`src/rtl/i2c_eep_pkg.sv`:
```
package i2c_eep_pkg;

    typedef enum logic [2:0] {
        SER_IDLE,
        SER_RECV,
        SER_ACK_DRIVE,
        SER_ACK_HOLD,
        SER_SEND,
        SER_ACK_SAMPLE
    } ser_state_t;

    typedef enum logic [1:0] {
        TXN_DEV,
        TXN_WADDR,
        TXN_WDATA,
        TXN_RDATA
    } txn_state_t;

    localparam int BYTE_W    = 8;
    localparam int BIT_CNT_W = 4;

endpackage

```
`src/rtl/i2c_line_sync.sv`:
```
module i2c_line_sync #(
    parameter int STAGES = 2
) (
    input  logic clk,
    input  logic rst_n,
    input  logic scl_i,
    input  logic sda_i,
    output logic scl_s,
    output logic sda_s,
    output logic scl_rise,
    output logic scl_fall,
    output logic start_det,
    output logic stop_det
);

    logic [STAGES-1:0] scl_pipe;
    logic [STAGES-1:0] sda_pipe;
    logic              scl_p;
    logic              sda_p;

    always_ff @(posedge clk or negedge rst_n) begin
        if (!rst_n) begin
            scl_pipe <= '1;
            sda_pipe <= '1;
            scl_p    <= 1'b1;
            sda_p    <= 1'b1;
        end else begin
            scl_pipe <= {scl_pipe[STAGES-2:0], scl_i};
            sda_pipe <= {sda_pipe[STAGES-2:0], sda_i};
            scl_p    <= scl_pipe[STAGES-1];
            sda_p    <= sda_pipe[STAGES-1];
        end
    end

    assign scl_s     = scl_pipe[STAGES-1];
    assign sda_s     = sda_pipe[STAGES-1];
    assign scl_rise  = scl_s & ~scl_p;
    assign scl_fall  = ~scl_s & scl_p;
    assign start_det = scl_s & scl_p & sda_p & ~sda_s;
    assign stop_det  = scl_s & scl_p & ~sda_p & sda_s;

endmodule

```
`src/rtl/eep_store.sv`:
```
module eep_store #(
    parameter int AW = 8,
    parameter int DW = 8
) (
    input  logic          clk,
    input  logic          rst_n,
    input  logic          we,
    input  logic [AW-1:0] addr,
    input  logic [DW-1:0] wdata,
    output logic [DW-1:0] rdata
);

    localparam int DEPTH = 1 << AW;

    logic [DW-1:0] cells [DEPTH];

    always_ff @(posedge clk or negedge rst_n) begin
        if (!rst_n) begin
            for (int i = 0; i < DEPTH; i++) begin
                cells[i] <= DW'(i);
            end
        end else if (we) begin
            cells[addr] <= wdata;
        end
    end

    assign rdata = cells[addr];

endmodule

```
`src/rtl/i2c_eeprom_target.sv`:
```
module i2c_eeprom_target
    import i2c_eep_pkg::*;
#(
    parameter int MEM_AW      = 8,
    parameter int SYNC_STAGES = 2
) (
    input  logic       clk,
    input  logic       rst_n,
    input  logic [2:0] dev_strap_i,
    input  logic       scl_i,
    input  logic       sda_i,
    output logic       sda_pull_o
);

    localparam logic [BIT_CNT_W-1:0] LAST_BIT = BIT_CNT_W'(BYTE_W - 1);
    localparam logic [BIT_CNT_W-1:0] FULL_CNT = BIT_CNT_W'(BYTE_W);

    logic scl_s, sda_s, scl_rise, scl_fall, start_det, stop_det;

    i2c_line_sync #(.STAGES(SYNC_STAGES)) u_sync (
        .clk       (clk),
        .rst_n     (rst_n),
        .scl_i     (scl_i),
        .sda_i     (sda_i),
        .scl_s     (scl_s),
        .sda_s     (sda_s),
        .scl_rise  (scl_rise),
        .scl_fall  (scl_fall),
        .start_det (start_det),
        .stop_det  (stop_det)
    );

    ser_state_t            ser_q, ser_d;
    txn_state_t            txn_q, txn_d;
    logic [BIT_CNT_W-1:0]  cnt_q, cnt_d;
    logic [BYTE_W-1:0]     sh_q, sh_d;
    logic [MEM_AW-1:0]     ptr_q, ptr_d;
    logic                  drv_q, drv_d;
    logic                  mem_we;
    logic [BYTE_W-1:0]     mem_rdata;

    eep_store #(.AW(MEM_AW), .DW(BYTE_W)) u_store (
        .clk   (clk),
        .rst_n (rst_n),
        .we    (mem_we),
        .addr  (ptr_q),
        .wdata (sh_q),
        .rdata (mem_rdata)
    );

    // next-state process
    always_comb begin
        ser_d  = ser_q;
        txn_d  = txn_q;
        cnt_d  = cnt_q;
        sh_d   = sh_q;
        ptr_d  = ptr_q;
        drv_d  = drv_q;
        mem_we = 1'b0;
        if (stop_det) begin
            ser_d = SER_IDLE;
            txn_d = TXN_DEV;
            drv_d = 1'b0;
        end else if (start_det) begin
            ser_d = SER_RECV;
            txn_d = TXN_DEV;
            cnt_d = '0;
            drv_d = 1'b0;
        end else begin
            unique case (ser_q)
                SER_IDLE: begin
                end
                SER_RECV: begin
                    if (scl_rise) begin
                        sh_d  = {sh_q[BYTE_W-2:0], sda_s};
                        cnt_d = cnt_q + 1'b1;
                        if (cnt_q == LAST_BIT) begin
                            if (txn_q == TXN_DEV && sh_q[2:0] != dev_strap_i) begin
                                ser_d = SER_IDLE;
                            end else begin
                                ser_d = SER_ACK_DRIVE;
                            end
                        end
                    end
                end
                SER_ACK_DRIVE: begin
                    if (scl_fall) begin
                        drv_d = 1'b1;
                        ser_d = SER_ACK_HOLD;
                    end
                end
                SER_ACK_HOLD: begin
                    if (scl_fall) begin
                        drv_d = 1'b0;
                        cnt_d = '0;
                        ser_d = SER_RECV;
                        unique case (txn_q)
                            TXN_DEV: begin
                                if (sh_q[0]) begin
                                    txn_d = TXN_RDATA;
                                    sh_d  = {mem_rdata[BYTE_W-2:0], 1'b0};
                                    drv_d = ~mem_rdata[BYTE_W-1];
                                    cnt_d = BIT_CNT_W'(1);
                                    ptr_d = ptr_q + 1'b1;
                                    ser_d = SER_SEND;
                                end else begin
                                    txn_d = TXN_WADDR;
                                end
                            end
                            TXN_WADDR: begin
                                ptr_d = MEM_AW'(sh_q);
                                txn_d = TXN_WDATA;
                            end
                            TXN_WDATA: begin
                                mem_we = 1'b1;
                                ptr_d  = ptr_q + 1'b1;
                            end
                            TXN_RDATA: begin
                                ser_d = SER_IDLE;
                            end
                        endcase
                    end
                end
                SER_SEND: begin
                    if (scl_fall) begin
                        if (cnt_q == FULL_CNT) begin
                            drv_d = 1'b0;
                            ser_d = SER_ACK_SAMPLE;
                        end else begin
                            drv_d = ~sh_q[BYTE_W-1];
                            sh_d  = {sh_q[BYTE_W-2:0], 1'b0};
                            cnt_d = cnt_q + 1'b1;
                        end
                    end
                end
                SER_ACK_SAMPLE: begin
                    if (scl_rise) begin
                        if (!sda_s) begin
                            sh_d  = mem_rdata;
                            ptr_d = ptr_q + 1'b1;
                            cnt_d = '0;
                            ser_d = SER_SEND;
                        end else begin
                            ser_d = SER_IDLE;
                        end
                    end
                end
            endcase
        end
    end

    // state register process
    always_ff @(posedge clk or negedge rst_n) begin
        if (!rst_n) begin
            ser_q <= SER_IDLE;
            txn_q <= TXN_DEV;
            cnt_q <= '0;
            sh_q  <= '0;
            ptr_q <= '0;
            drv_q <= 1'b0;
        end else begin
            ser_q <= ser_d;
            txn_q <= txn_d;
            cnt_q <= cnt_d;
            sh_q  <= sh_d;
            ptr_q <= ptr_d;
            drv_q <= drv_d;
        end
    end

    // output process
    always_comb begin
        sda_pull_o = drv_q;
    end

    AST_START_RESTARTS: assert property (@(posedge clk) disable iff (!rst_n)
        (start_det && !stop_det) |=> (ser_q == SER_RECV && txn_q == TXN_DEV));
    AST_STOP_RELEASES: assert property (@(posedge clk) disable iff (!rst_n)
        stop_det |=> (ser_q == SER_IDLE && !sda_pull_o));
    AST_ACK_HELD_LOW: assert property (@(posedge clk) disable iff (!rst_n)
        (ser_q == SER_ACK_HOLD) |-> sda_pull_o);
    AST_BIT_CNT_RANGE: assert property (@(posedge clk) disable iff (!rst_n)
        cnt_q <= FULL_CNT);
    AST_IDLE_RELEASED: assert property (@(posedge clk) disable iff (!rst_n)
        (ser_q == SER_IDLE) |-> !sda_pull_o);
    AST_SDA_HOLD_SCL_HIGH: assert property (@(posedge clk) disable iff (!rst_n)
        (scl_s && $past(scl_s)) |-> $stable(sda_pull_o));

endmodule

```
`config.mk`:
```
export PLATFORM = sky130hd
export DESIGN_NAME = i2c_eeprom_target
export DESIGN_NICKNAME = d
export VERILOG_FILES = /design/src/rtl/i2c_eep_pkg.sv /design/src/rtl/i2c_line_sync.sv /design/src/rtl/eep_store.sv /design/src/rtl/i2c_eeprom_target.sv
export SDC_FILE = /design/constraint.sdc
export NUM_CORES = 2
export LEC_CHECK = 0
export ABC_AREA = 1
export BUFFER_PORTS_ARGS = -buffer_cell sky130_fd_sc_hd__buf_4
export CORE_MARGIN = 4
export CORE_UTILIZATION = 40
export CTS_BUF_LIST = sky130_fd_sc_hd__clkbuf_16
export DETAILED_ROUTE_END_ITERATION = 16
export HOLD_SLACK_MARGIN = 0.02
export SYNTH_ARGS = -nofsm -noshare
export SYNTH_HDL_FRONTEND = slang
export SYNTH_SLANG_ARGS = --single-unit
```
`constraint.sdc`:
```
create_clock -name clk -period 5.66 [get_ports clk]
set_clock_uncertainty 0.2 [all_clocks]
set_input_delay 0.566 -clock clk [delete_from_list [all_inputs] [get_ports clk]]
set_output_delay 0.566 -clock clk [all_outputs]
set_load 0.005 [all_outputs]
```
==> results.md <==
Outcome:
- The flow ran to the end, and the final reports show no timing, DRC or antenna violations.

Worst setup path:
- The startpoint of the worst-slack reg-to-reg timing path is ptr_q[1].
- In this run the register-to-register setup slack is 1220 ps.
- For this run, the slowest stage of the critical path takes 900 ps.
- In this design, the critical path's most frequently occurring cell is sky130_fd_sc_hd__nand2_1.
- By startpoint and endpoint, the worst setup path is classified as reg -> reg.
- The worst setup path is captured at a register.
- Along the worst path, the maximum fanout reaches 62.
- The worst setup path is launched from a register.
- The data arrival time of the worst path is 5000 ps.
- Counting cells, the worst reg-to-reg path comes to 17.
- The slowest stage of the critical path belongs to the cell sky130_fd_sc_hd__dfrtp_4.
- The capturing point of the worst reg2reg path is sh_q[1].
- For the worst setup path, the data required time is 6220 ps.
- Traced cell by cell, the critical path runs through inv_8 -> buf_12 -> buf_4 -> o21ai_0 -> o21ai_1 -> nand2_1 -> nand2_1 -> o21ai_0 -> nand2_1 -> nor2_1 -> nor2_1 -> nor2_1 -> nand2_1 -> nand2_1 -> nand3_1 -> nand2_1 -> nand2_1.

Synth:
- The yosys synthesis warning count is 0.
- The number of nets in the synthesized netlist is 12.87k.
- The average cell area after synthesis is 7.738 um^2.
- The synthesized design contains 0 enable-type register cells.
- For this run, asynchronously set or reset flops after synthesis account for 1.000.
- Ranked by instance count, the synthesized netlist is headed by sky130_fd_sc_hd__nand2_1, sky130_fd_sc_hd__o21ai_0, sky130_fd_sc_hd__nor2_1.
- The library cell with the highest instance count after synthesis is sky130_fd_sc_hd__nand2_1.
- The primary flip-flop cell chosen by synthesis mapping is sky130_fd_sc_hd__dfrtp_1.
- Counting flops and latches in the post-synthesis netlist gives 2080.
- The count of cell types in the netlist is 43.
- The cell type with the highest aggregate area in the netlist is sky130_fd_sc_hd__dfstp_2.
- The combined area of all synthesized cells is 99450 um^2.
- The count of mapped cells out of synthesis is 12.85k.
- Of the post-synthesis cell area, the dominant cell type holds 0.2721.
- After synthesis, the cell types taking the most area are sky130_fd_sc_hd__dfstp_2, sky130_fd_sc_hd__dfrtp_1, sky130_fd_sc_hd__nand2_1.
- The sequential element share of the synthesized area is 0.5363.

Power:
- The internal power consumption is 26.20 mW.
- The static leakage is 46.93 nW.
- Dividing total power by cell area gives a power density of 409.2 nW/um^2.
- The switching power total is 18.12 mW.
- The maximum resistive drop on vdd is 0.4803 mV.
- The switching part of the total is 0.4088.
- The share of total power dissipated in combinational logic is 0.339.
- The clock network fraction of total power is 0.317.
- The share of total power dissipated in sequential elements is 0.345.

CTS:
- The total number of H-tree levels is 4.
- The number of buffers created by CTS is 216.
- The root buffer cell chosen for the clock tree is sky130_fd_sc_hd__clkbuf_16.
- The number of cells upsized or downsized after cts is 0.
- TritonCTS built the clock tree.
- The clock drives 2080 sinks.
- The maximum count of clock buffers along a single path is 3.
- The clock transition time at the flip-flop clock pins of the worst setup and hold paths is 70 ps.
- At the later pin of the worst-skew pair, clock insertion delay measures 870 ps.
- The setup fix buffers added after clock tree synthesis is 0.

Cells and area:
- For this run, the share of the core covered by cells in the final layout is 0.4392.
- The combined area of the multi-input logic cells is 40000 um^2.
- After routing the design area is 108300 um^2.
- The number of fillers in the final layout is 24.98k.
- The area growth from synthesis to layout is 8.921%.
- The sequential cells in the finished layout cover a total of 53350 um^2.
- The net count of the finished layout is 12.34k.
- For this run, the number of standard cells in the final layout without fillers is 15.83k.
- The fraction of final layout cells with drive strength greater than 1 is 0.1372.

Place:
- The global placer's final weighted congestion is 0.8814.
- The post-placement cell count is 15.41k.
- The number of port buffers is 7.
- Once placement finished, the instance area stood at 101400 um^2.
- After legalization and detailed placement, the total HPWL measured 175800 um.

Routing:
- Before antenna repair, the detailed router went through 8 iterations.
- Dividing the detail-routed wire length by the instance count gives 19.19 um.
- Detailed routing placed a total of 135200 um of wire on met2.
- Wires add up to 303800 um.
- After detailed routing, the number of vias per cell comes to 5.200.
- The wire length on met1 is 138400 um.
- Summing over every cut layer, the via total after detailed routing is 82.32k.
- The number of design rule violations left after detail routing is 0.
- The met3 wire length is 18600 um.
- The number of DRC markers after the initial detailed-route iteration is 8200.
- The highest routed metal layer is met4.
- In this run the remaining antenna-violating nets after routing total 0.

Timing:
- In the final timing run, aggregate negative setup slack is 0 ps.
- Setup repair after global routing left no endpoint under its margin.
- For the pin with the worst max-slew slack, the measured transition is 1206 ps.
- Headroom to the max-slew limit came out at 0.1953.
- The final critical delay including setup and external delays is 4444 ps.
- The setup-violating endpoint count in the final report is 0.
- The final count of hold timing violations was 0.
- The upper clock frequency limit is 225.0 MHz.
- The number of max-slew violations in the final report was 0.
- Dividing the final minimum period by the clock period gives 0.7851.

Floorplan:
- The initial utilization of the core area, before any placement, comes to 0.4033.
- The die covers 256700 um^2.
- The floorplan row count is 182.
- The floorplan step set the die height to 506.6 um.
- The region available for standard cell placement spans 246600 um^2.
- In this run the horizontal extent of the chip is 506.6 um.
- The number of placed I/O pins is 8.

GRT:
- The final global-route overflow total is 0.
- The via count of the first global-routing pass is 77.52k.
- The maximum number of pins on one net before global-route repair is 162.
- The first-pass GRT wire length is 476900 um.
- In the global route stage, overall resource usage came out at 0.2341.
- The number of antenna violations at the first check in global routing is 4.

Worst hold path:
- The worst hold-check path type is in -> async.

Run:
- The number of maximum-capacitance constraint violations is 0.
## repair_timing
action	CTS	global route
hold endpoints to repair	438	0
endpoints found under the setup margin	0	0
hold buffers	4	0
## cell type report
cell class,count,share of cell area
sequential,2080,0.4925
multi-input combinational,9357,0.3693
clock buffer,223,0.05152
tap,3312,0.03826
timing repair buffer,173,0.01839
inverter,493,0.01785
clock inverter,189,0.01217
antenna,3,0.00006930
## state kept, by name, summed over array words and instances (netlist names)
signal,cells
u_sync.scl_pipe,2
cnt_q,4
ser_q,3
ptr_q,8
u_sync.sda_p,1
u_store.cells,2048
sda_pull_o,1
txn_q,2
u_sync.scl_p,1
sh_q,8
u_sync.sda_pipe,2
## cell families (layout without fill, tap and decap cells)
group                    Yosys count  in the layout  share of synthesized area
buffers and inverters           1415           1078                    0.06170
XOR/XNOR                           3              3                  0.0002642
AO/OA/AOI/OAI                   2944           2944                     0.1488
flip-flops                      2080           2080                     0.5363
AND/OR/NAND/NOR                 6399           6399                     0.2515
adder cells (fa/ha/maj)           11             11                   0.001384
other                              0              3                          0
## worst max-delay path, delay by kind of cell, from the launching register on
family          cells  cell delay, ps
simple gates       11            1400
buf+inv             3             890
flops               1             900
compound gates      3             860
## power groups by stage
stage / registers (mW) / logic [mW] / clock network, mW
final: 15.3 / 15.0 / 14.0
after floorplan: 15.4 / 9.46 / 0
after global routing: 15.3 / 16.4 / 14.9
after CTS: 15.3 / 15.0 / 14.3
after global placement: 15.5 / 15.0 / 0
after detailed placement: 15.5 / 14.9 / 0
## metrics by stage
| stage | power [mW] | hold slack [ps] | setup slack [ps] |
|---|---|---|---|
| 2_1_floorplan | 24.83 | 70.41 | 3215 |
| 3_3_place_gp | 30.48 | 145.9 | 1256 |
| 3_5_place_dp | 30.45 | 146.8 | 1251 |
| 4_1_cts | 44.59 | 27.22 | 1239 |
| 5_1_grt | 46.63 | 68.13 | 1189 |
| 6_report | 44.32 | 67.00 | 1216 |
## layout by cell type, fill, tap and decap left out, types with 10 or more instances in the layout
cell type	count
sky130_fd_sc_hd__a21oi_1	17
sky130_fd_sc_hd__buf_12	53
sky130_fd_sc_hd__buf_4	115
sky130_fd_sc_hd__bufinv_16	18
sky130_fd_sc_hd__clkbuf_16	223
sky130_fd_sc_hd__clkinv_1	58
sky130_fd_sc_hd__clkinv_2	38
sky130_fd_sc_hd__dfrtp_1	1048
sky130_fd_sc_hd__dfstp_2	1030
sky130_fd_sc_hd__ha_1	11
sky130_fd_sc_hd__inv_1	531
sky130_fd_sc_hd__inv_2	14
sky130_fd_sc_hd__inv_8	10
sky130_fd_sc_hd__nand2_1	4870
sky130_fd_sc_hd__nand2_2	140
sky130_fd_sc_hd__nand2_4	19
sky130_fd_sc_hd__nand3_1	190
sky130_fd_sc_hd__nand4_1	10
sky130_fd_sc_hd__nor2_1	1124
sky130_fd_sc_hd__nor2_2	11
sky130_fd_sc_hd__nor2_4	27
sky130_fd_sc_hd__o21ai_0	1857
sky130_fd_sc_hd__o21ai_1	1044
## per-layer routing
| layer | vias up | track usage |
|---|---|---|
| met1 | 39692 | 0.3336 |
| met4 | 0 | 0.08436 |
| met3 | 474 | 0.03421 |
| li1 | 39833 | - |
| met5 | - | 0 |
| met2 | 2322 | 0.3634 |
## worst max-delay path by stage
stage / start / to / slack [ps] / depth (start not counted)
after detailed placement: ptr_q[1] / sh_q[1] / 1250 / 18
after global routing: ptr_q[1] / sh_q[1] / 1190 / 18
after floorplan: ptr_q[0] / u_store.cells[1774] / 3220 / 13
after global placement: ptr_q[1] / sh_q[1] / 1260 / 18
after CTS: ptr_q[1] / sh_q[1] / 1240 / 17
final: ptr_q[1] / sh_q[1] / 1220 / 17
(Power assumes the default switching activity.)
